===== src/rtl/rxdma_pkg.sv =====
package rxdma_pkg;

   // selects how the memory write port is built
   typedef enum logic {
      WPORT_REGISTERED = 1'b0,
      WPORT_DIRECT     = 1'b1
   } wport_mode_e;

   // one serviced request, as seen by the flag and pointer logic
   typedef struct packed {
      logic fire;   // request granted at this edge
      logic last;   // this is the final transfer of the block
   } xfer_evt_t;

endpackage


===== src/rtl/rxdma_flags.sv =====
module rxdma_flags
   import rxdma_pkg::*;
(
   input  logic      clk,
   input  logic      rst_n,
   input  logic      rx_ready_set,
   input  xfer_evt_t evt,
   input  logic      sw_en_set,
   input  logic      sw_en_clr,
   input  logic      sw_eob_clr,
   output logic      ready_q,
   output logic      en_q,
   output logic      eob_q
);

   logic block_done;
   assign block_done = evt.fire & evt.last;

   // receive-ready: a new byte beats a completing transfer
   always_ff @(posedge clk or negedge rst_n) begin
      if (!rst_n)            ready_q <= 1'b0;
      else if (rx_ready_set) ready_q <= 1'b1;
      else if (evt.fire)     ready_q <= 1'b0;
   end

   // enable: software stop first, then hardware stop, then software start
   always_ff @(posedge clk or negedge rst_n) begin
      if (!rst_n)          en_q <= 1'b0;
      else if (sw_en_clr)  en_q <= 1'b0;
      else if (block_done) en_q <= 1'b0;
      else if (sw_en_set)  en_q <= 1'b1;
   end

   // end-of-block pending: hardware set beats software clear
   always_ff @(posedge clk or negedge rst_n) begin
      if (!rst_n)          eob_q <= 1'b0;
      else if (block_done) eob_q <= 1'b1;
      else if (sw_eob_clr) eob_q <= 1'b0;
   end


   ready_set_chk: assert property (@(posedge clk) disable iff (!rst_n)
      rx_ready_set |=> ready_q);


   block_end_chk: assert property (@(posedge clk) disable iff (!rst_n)
      (evt.fire && evt.last) |=> (eob_q && !en_q));


   sw_stop_chk: assert property (@(posedge clk) disable iff (!rst_n)
      sw_en_clr |=> !en_q);


   eob_hold_chk: assert property (@(posedge clk) disable iff (!rst_n)
      (eob_q && !sw_eob_clr) |=> eob_q);

endmodule


===== src/rtl/rxdma_ptr.sv =====
module rxdma_ptr #(
   parameter int ADDR_W = 16,
   parameter int CNT_W  = 8
) (
   input  logic              clk,
   input  logic              rst_n,
   input  logic              en,
   input  logic              fire,
   input  logic              sw_addr_we,
   input  logic [ADDR_W-1:0] sw_addr_wdata,
   input  logic              sw_cnt_we,
   input  logic [CNT_W-1:0]  sw_cnt_wdata,
   output logic [ADDR_W-1:0] addr_q,
   output logic [CNT_W-1:0]  cnt_q,
   output logic              cnt_zero,
   output logic              cnt_last
);

   localparam logic [ADDR_W-1:0] ADDR_ONE = ADDR_W'(1);
   localparam logic [CNT_W-1:0]  CNT_ONE  = CNT_W'(1);

   logic load_ok;
   assign load_ok = ~en;

   always_ff @(posedge clk or negedge rst_n) begin
      if (!rst_n)                    addr_q <= '0;
      else if (fire)                 addr_q <= addr_q + ADDR_ONE;
      else if (load_ok & sw_addr_we) addr_q <= sw_addr_wdata;
   end

   always_ff @(posedge clk or negedge rst_n) begin
      if (!rst_n)                   cnt_q <= '0;
      else if (fire)                cnt_q <= cnt_q - CNT_ONE;
      else if (load_ok & sw_cnt_we) cnt_q <= sw_cnt_wdata;
   end

   assign cnt_zero = (cnt_q == '0);
   assign cnt_last = (cnt_q == CNT_ONE);


   step_chk: assert property (@(posedge clk) disable iff (!rst_n)
      fire |=> (addr_q == ADDR_W'($past(addr_q) + ADDR_ONE)) &&
               (cnt_q == CNT_W'($past(cnt_q) - CNT_ONE)));


   locked_load_chk: assert property (@(posedge clk) disable iff (!rst_n)
      (en && !fire && (sw_addr_we || sw_cnt_we)) |=> ($stable(addr_q) && $stable(cnt_q)));

endmodule


===== src/rtl/rxdma_wport.sv =====
module rxdma_wport
   import rxdma_pkg::*;
#(
   parameter int          ADDR_W = 16,
   parameter int          DATA_W = 8,
   parameter wport_mode_e MODE   = WPORT_REGISTERED
) (
   input  logic              clk,
   input  logic              rst_n,
   input  logic              fire,
   input  logic [ADDR_W-1:0] addr,
   input  logic [DATA_W-1:0] data,
   output logic              we,
   output logic [ADDR_W-1:0] waddr,
   output logic [DATA_W-1:0] wdata
);

   generate
      if (MODE == WPORT_REGISTERED) begin : g_reg
         always_ff @(posedge clk or negedge rst_n) begin
            if (!rst_n) begin
               we    <= 1'b0;
               waddr <= '0;
               wdata <= '0;
            end else begin
               we <= fire;
               if (fire) begin
                  waddr <= addr;
                  wdata <= data;
               end
            end
         end


         write_cause_chk: assert property (@(posedge clk) disable iff (!rst_n)
            we |-> $past(fire));


         write_addr_chk: assert property (@(posedge clk) disable iff (!rst_n)
            fire |=> (we && waddr == $past(addr) && wdata == $past(data)));
      end else begin : g_direct
         assign we    = fire;
         assign waddr = addr;
         assign wdata = data;
      end
   endgenerate

endmodule


===== src/rtl/rxdma_channel.sv =====
module rxdma_channel
   import rxdma_pkg::*;
#(
   parameter int          ADDR_W = 16,
   parameter int          CNT_W  = 8,
   parameter int          DATA_W = 8,
   parameter int          PRIO_W = 3,
   parameter wport_mode_e WPORT  = WPORT_REGISTERED
) (
   input  logic              clk,
   input  logic              rst_n,
   input  logic              rx_ready_set,
   input  logic [DATA_W-1:0] rx_data,
   input  logic              sw_addr_we,
   input  logic [ADDR_W-1:0] sw_addr_wdata,
   input  logic              sw_cnt_we,
   input  logic [CNT_W-1:0]  sw_cnt_wdata,
   input  logic              sw_en_set,
   input  logic              sw_en_clr,
   input  logic              sw_eob_clr,
   input  logic [PRIO_W-1:0] chan_level,
   input  logic [PRIO_W-1:0] cpu_level,
   input  logic              dma_gnt,
   output logic              dma_req,
   output logic              mem_we,
   output logic [ADDR_W-1:0] mem_addr,
   output logic [DATA_W-1:0] mem_wdata,
   output logic              rx_ready,
   output logic              chan_en,
   output logic              eob_pend,
   output logic [ADDR_W-1:0] addr_ptr,
   output logic [CNT_W-1:0]  xfer_cnt
);

   // elaboration-time parameter checks
   generate
      if (ADDR_W < 2 || ADDR_W > 32) begin : g_bad_addr
         $error("rxdma_channel: ADDR_W out of range");
      end
      if (CNT_W < 1 || CNT_W > 16) begin : g_bad_cnt
         $error("rxdma_channel: CNT_W out of range");
      end
      if (DATA_W < 1) begin : g_bad_data
         $error("rxdma_channel: DATA_W must be positive");
      end
      if (PRIO_W < 1) begin : g_bad_prio
         $error("rxdma_channel: PRIO_W must be positive");
      end
   endgenerate

   logic      ready_q, en_q, eob_q;
   logic      cnt_zero, cnt_last;
   logic      level_ok;
   xfer_evt_t evt;

   assign level_ok  = (chan_level > cpu_level);
   assign dma_req   = ready_q & en_q & ~cnt_zero & level_ok;
   assign evt.fire  = dma_req & dma_gnt;
   assign evt.last  = cnt_last;

   rxdma_flags u_flags (
      .clk          (clk),
      .rst_n        (rst_n),
      .rx_ready_set (rx_ready_set),
      .evt          (evt),
      .sw_en_set    (sw_en_set),
      .sw_en_clr    (sw_en_clr),
      .sw_eob_clr   (sw_eob_clr),
      .ready_q      (ready_q),
      .en_q         (en_q),
      .eob_q        (eob_q)
   );

   rxdma_ptr #(.ADDR_W(ADDR_W), .CNT_W(CNT_W)) u_ptr (
      .clk           (clk),
      .rst_n         (rst_n),
      .en            (en_q),
      .fire          (evt.fire),
      .sw_addr_we    (sw_addr_we),
      .sw_addr_wdata (sw_addr_wdata),
      .sw_cnt_we     (sw_cnt_we),
      .sw_cnt_wdata  (sw_cnt_wdata),
      .addr_q        (addr_ptr),
      .cnt_q         (xfer_cnt),
      .cnt_zero      (cnt_zero),
      .cnt_last      (cnt_last)
   );

   rxdma_wport #(.ADDR_W(ADDR_W), .DATA_W(DATA_W), .MODE(WPORT)) u_wport (
      .clk   (clk),
      .rst_n (rst_n),
      .fire  (evt.fire),
      .addr  (addr_ptr),
      .data  (rx_data),
      .we    (mem_we),
      .waddr (mem_addr),
      .wdata (mem_wdata)
   );

   assign rx_ready = ready_q;
   assign chan_en  = en_q;
   assign eob_pend = eob_q;


   zero_count_chk: assert property (@(posedge clk) disable iff (!rst_n)
      (xfer_cnt == '0) |-> !dma_req);


   level_gate_chk: assert property (@(posedge clk) disable iff (!rst_n)
      (chan_level <= cpu_level) |-> !dma_req);


   stopped_quiet_chk: assert property (@(posedge clk) disable iff (!rst_n)
      !chan_en |-> !dma_req);

endmodule


===== config.mk =====
export PLATFORM = sky130hd
export DESIGN_NAME = rxdma_channel
export DESIGN_NICKNAME = d
export VERILOG_FILES = /design/src/rtl/rxdma_pkg.sv /design/src/rtl/rxdma_flags.sv /design/src/rtl/rxdma_ptr.sv /design/src/rtl/rxdma_wport.sv /design/src/rtl/rxdma_channel.sv
export SDC_FILE = /design/constraint.sdc
export NUM_CORES = 1
export LEC_CHECK = 0
export BUFFER_PORTS_ARGS = -buffer_cell sky130_fd_sc_hd__buf_2
export CAP_MARGIN = 15
export CORE_ASPECT_RATIO = 0.5
export CORE_MARGIN = 2
export CORE_UTILIZATION = 47
export DETAILED_ROUTE_END_ITERATION = 8
export HOLD_SLACK_MARGIN = 0.03
export PLACE_DENSITY = 0.76
export SYNTH_ARGS = -nofsm -noshare
export SYNTH_HDL_FRONTEND = slang
export SYNTH_HIERARCHICAL = 1
export SYNTH_SLANG_ARGS = --single-unit

===== constraint.sdc =====
create_clock -name clk -period 4.95 [get_ports clk]
set_clock_uncertainty 0.05 [all_clocks]
set_input_delay 0.495 -clock clk [delete_from_list [all_inputs] [get_ports clk]]
set_output_delay 0.495 -clock clk [all_outputs]
set_load 0.02 [all_outputs]

==> impl_metrics.yaml <==
detailed_routing:
  remaining_drc_errors: 0
  wirelength_um: 6370
  route.vias.total: 2208
  wire_per_inst_um: 15.2
  final_antenna_net_count: 0
  detailedRoute.firstIterationViolations: 100
  dr.pass1.iters: 4
  viasPerCell: 5.28
global_routing:
  grt_overflow_total: 0
  grt_pass1_vias: 2155
  antenna_found_initial: 0
  grt_start_max_net_pins: 53
  grt_pass1_wl_um: 10400
  grtUsageTotal_pct: 19.8
sta:
  finalHoldViolations: 0
  setup_violations: 0
  report.final.slew_viol_count: 0
  final.min_clock_period_ns: 2.81
  timing.setup.tns_ns: 0
  grt_setup_unrepaired: "no"
  worst_slew_margin_rel_pct: 41.9
  min_period_over_period_pct: 56.7
  clock.fmax_ghz: 0.356
  worstMarginPinSlew_ns: 0.869
clock_network:
  postCtsSetupBuffers: 0
  clk-insertion-delay-late_ns: 0.28
  ctsHoldBuffers: 0
  clkSlewWorstSetupHoldPaths_ns: 0.07
  clock_tree.htree_level_count: 2
  clock_tree_from_tritoncts: "built"
  cts.path.max_buffers: 2
  cts_resized: 0
  clock_tree.root_cell: "sky130_fd_sc_hd__clkbuf_16"
  cts_buffers: 5
  numClockSinks: 52
setup_path:
  critical_path_peak_fanout: 44
  classification_of_the_worst_setup_path: "flip-flop to flip-flop"
  timing.critical_path.arrival_ns: 2.93
  worst_setup_path_end_kind: "flip-flop"
  critPathRequiredTime_ns: 5.07
  critPathLaunchType: "flip-flop"
power_and_ir_drop:
  power_switching_uw: 584
  switching_share_pct: 36.2
  cellPowerDensity_nw_per_um2: 462
  power.share.combinational_pct: 37.3
  pint_mw: 1.03
  power_frac_seq_pct: 41.0
  leakage_nw: 1.64
  power.clock.fraction_pct: 21.7
  power.ir.vdd_worst_uv: 270
synthesis:
  synthesized_area_divided_by_synthesized_cell_count_um2: 11.4
  synth-main-ff-cell: "sky130_fd_sc_hd__dfrtp_1"
  mappedNetlistNets: 301
  synth_enable_flop_cells: 0
  synth_area_um2: 2810
  proportion_of_synthesized_chip_area_in_sequential_cells_pct: 46.3
  post_synth_inst_count: 247
  synth_warnings: 6
  synth-seq-cells: 52
  ys_types: 40
  synthArstFlopShare_pct: 100
die:
  die-area_um2: 6650
  core_region_area_um2: 5610
  num_io_pins: 100
  die_w_um: 113
  start_util_pct: 50.0
  rows: 19
  chipHeight_um: 58.7
layout:
  num_antenna_cells: 0
  drive_gt1_share_pct: 42.0
  most_common_cell_after_layout_fill_and_taps_aside: "sky130_fd_sc_hd__buf_2"
  area_overhead_vs_synth_pct: 24.2
  final_cell_count_no_fill: 418
  commonest_cells_after_routing_fill_and_taps_aside: "sky130_fd_sc_hd__buf_2 (99), sky130_fd_sc_hd__dfrtp_1 (52), sky130_fd_sc_hd__mux2_4 (20)"
  final_net_count: 398
place:
  place_congestion: 0.784
  dp_hpwl_um: 4380
  dpl.cell_count: 410
  count_of_buffers_from_port_buffering: 99
worst_hold_path:
  hp-class: "input port to async pin"
run_status:
  status: "completed"
flow_run:
  maxCapViolations: 0
[power groups by stage]
stage                     clock [mW]  sequential (mW)  combinational [mW]
after floorplan                    0            0.810               0.250
after global placement             0            0.660               0.592
after detailed placement           0            0.668               0.601
after CTS                      0.359            0.663               0.607
after global routing           0.378            0.684               0.645
final                          0.350            0.662               0.601
[flip-flops by register name, indices dropped and copies added, names as in the netlist]
name             flops
u_flags/eob_q        1
u_flags/en_q         1
u_wport/waddr       16
u_wport/wdata        8
u_ptr/addr_q        16
u_flags/ready_q      1
u_ptr/cnt_q          8
u_wport/we           1
[critical path, cell delays in order, from the launching register on]
cell                       delay (ns)
sky130_fd_sc_hd__dfrtp_1         0.44
sky130_fd_sc_hd__or4_4           0.57
sky130_fd_sc_hd__nor3_1          0.18
sky130_fd_sc_hd__and2_1          0.18
sky130_fd_sc_hd__nand2b_1        0.15
sky130_fd_sc_hd__nor4_4          0.05
sky130_fd_sc_hd__buf_4           0.29
sky130_fd_sc_hd__or3b_1          0.46
sky130_fd_sc_hd__nor2_1          0.10
sky130_fd_sc_hd__a31oi_1         0.04
sky130_fd_sc_hd__a21boi_1        0.16
[synthesized netlist by cell type (all sizes together) (5+ instances only)]
cell type	n	area (um2)
a211oi	18	135
a21oi	17	85.1
a31oi	5	31.3
and2	5	31.3
buf	9	78.8
dfrtp	52	1300
ha	7	87.6
inv	10	37.5
mux2	26	368
nand2	10	37.5
nand3	5	25.0
nor2	9	33.8
nor2b	18	115
o21ai	8	40.0
xnor2	5	43.8
xor2	8	70.1
[cells by family (layout without fill, tap and decap cells)]
group	Yosys count	count (layout)	synth area share, %
XOR/XNOR	13	13	4.06
AO/OA/AOI/OAI	53	53	11.8
buffers and inverters	23	121	4.68
flip-flops	52	52	46.3
adder cells (fa/ha/maj)	7	7	3.12
multiplexers	30	30	14.5
AND/OR/NAND/NOR	69	69	15.5
[layer usage]
metal  track usage [%]  vias up  share of wire (%)
met4              5.75        0               0.83
li1                  -     1076                  -
met1              26.7     1068                 45
met2              33.0       57                 49
met5                 0        -                  0
met3              4.02        7                4.2
[layout make-up]
cell class | count | area, um2
inverter | 10 | 37.5
fill | 469 | 2120
multi-input combinational | 172 | 1390
sequential | 52 | 1300
timing repair buffer | 103 | 526
clock buffer | 8 | 146
tap | 73 | 91.3
[path summary, 6_finish.rpt]
check / cells past startpoint / slack, ns / endpoint / from
max: 10 / 2.14 / u_ptr/cnt_q[6] / u_ptr/cnt_q[3]
min: 2 / 0.27 / u_wport/waddr[7] / rst_n
max reg2reg: 10 / 2.14 / u_ptr/cnt_q[6] / u_ptr/cnt_q[3]
min reg2reg: 1 / 0.45 / u_wport/wdata[7] / u_wport/wdata[7]
max in group asynchronous: 2 / 4.13 / u_wport/we / rst_n
min in group clk: 2 / 0.32 / u_flags/en_q / sw_en_clr
[stage by stage]
| stage | hold WS (ns) | power [mW] | setup slack (ns) | utilization [%] | instance area, um2 |
|---|---|---|---|---|---|
| floorplan | 0.149 | 1.06 | 2.43 | - | 2810 |
| global placement | 0.433 | 1.25 | 2.23 | 59.6 | 3340 |
| detailed placement | 0.438 | 1.27 | 2.17 | 59.6 | 3340 |
| CTS | 0.314 | 1.63 | 2.15 | 62.2 | 3490 |
| global route | 0.316 | 1.71 | 1.96 | 62.2 | 3490 |
| finish | 0.272 | 1.61 | 2.14 | 62.2 | 3490 |
No activity file was read; power rests on OpenSTA's default activity.
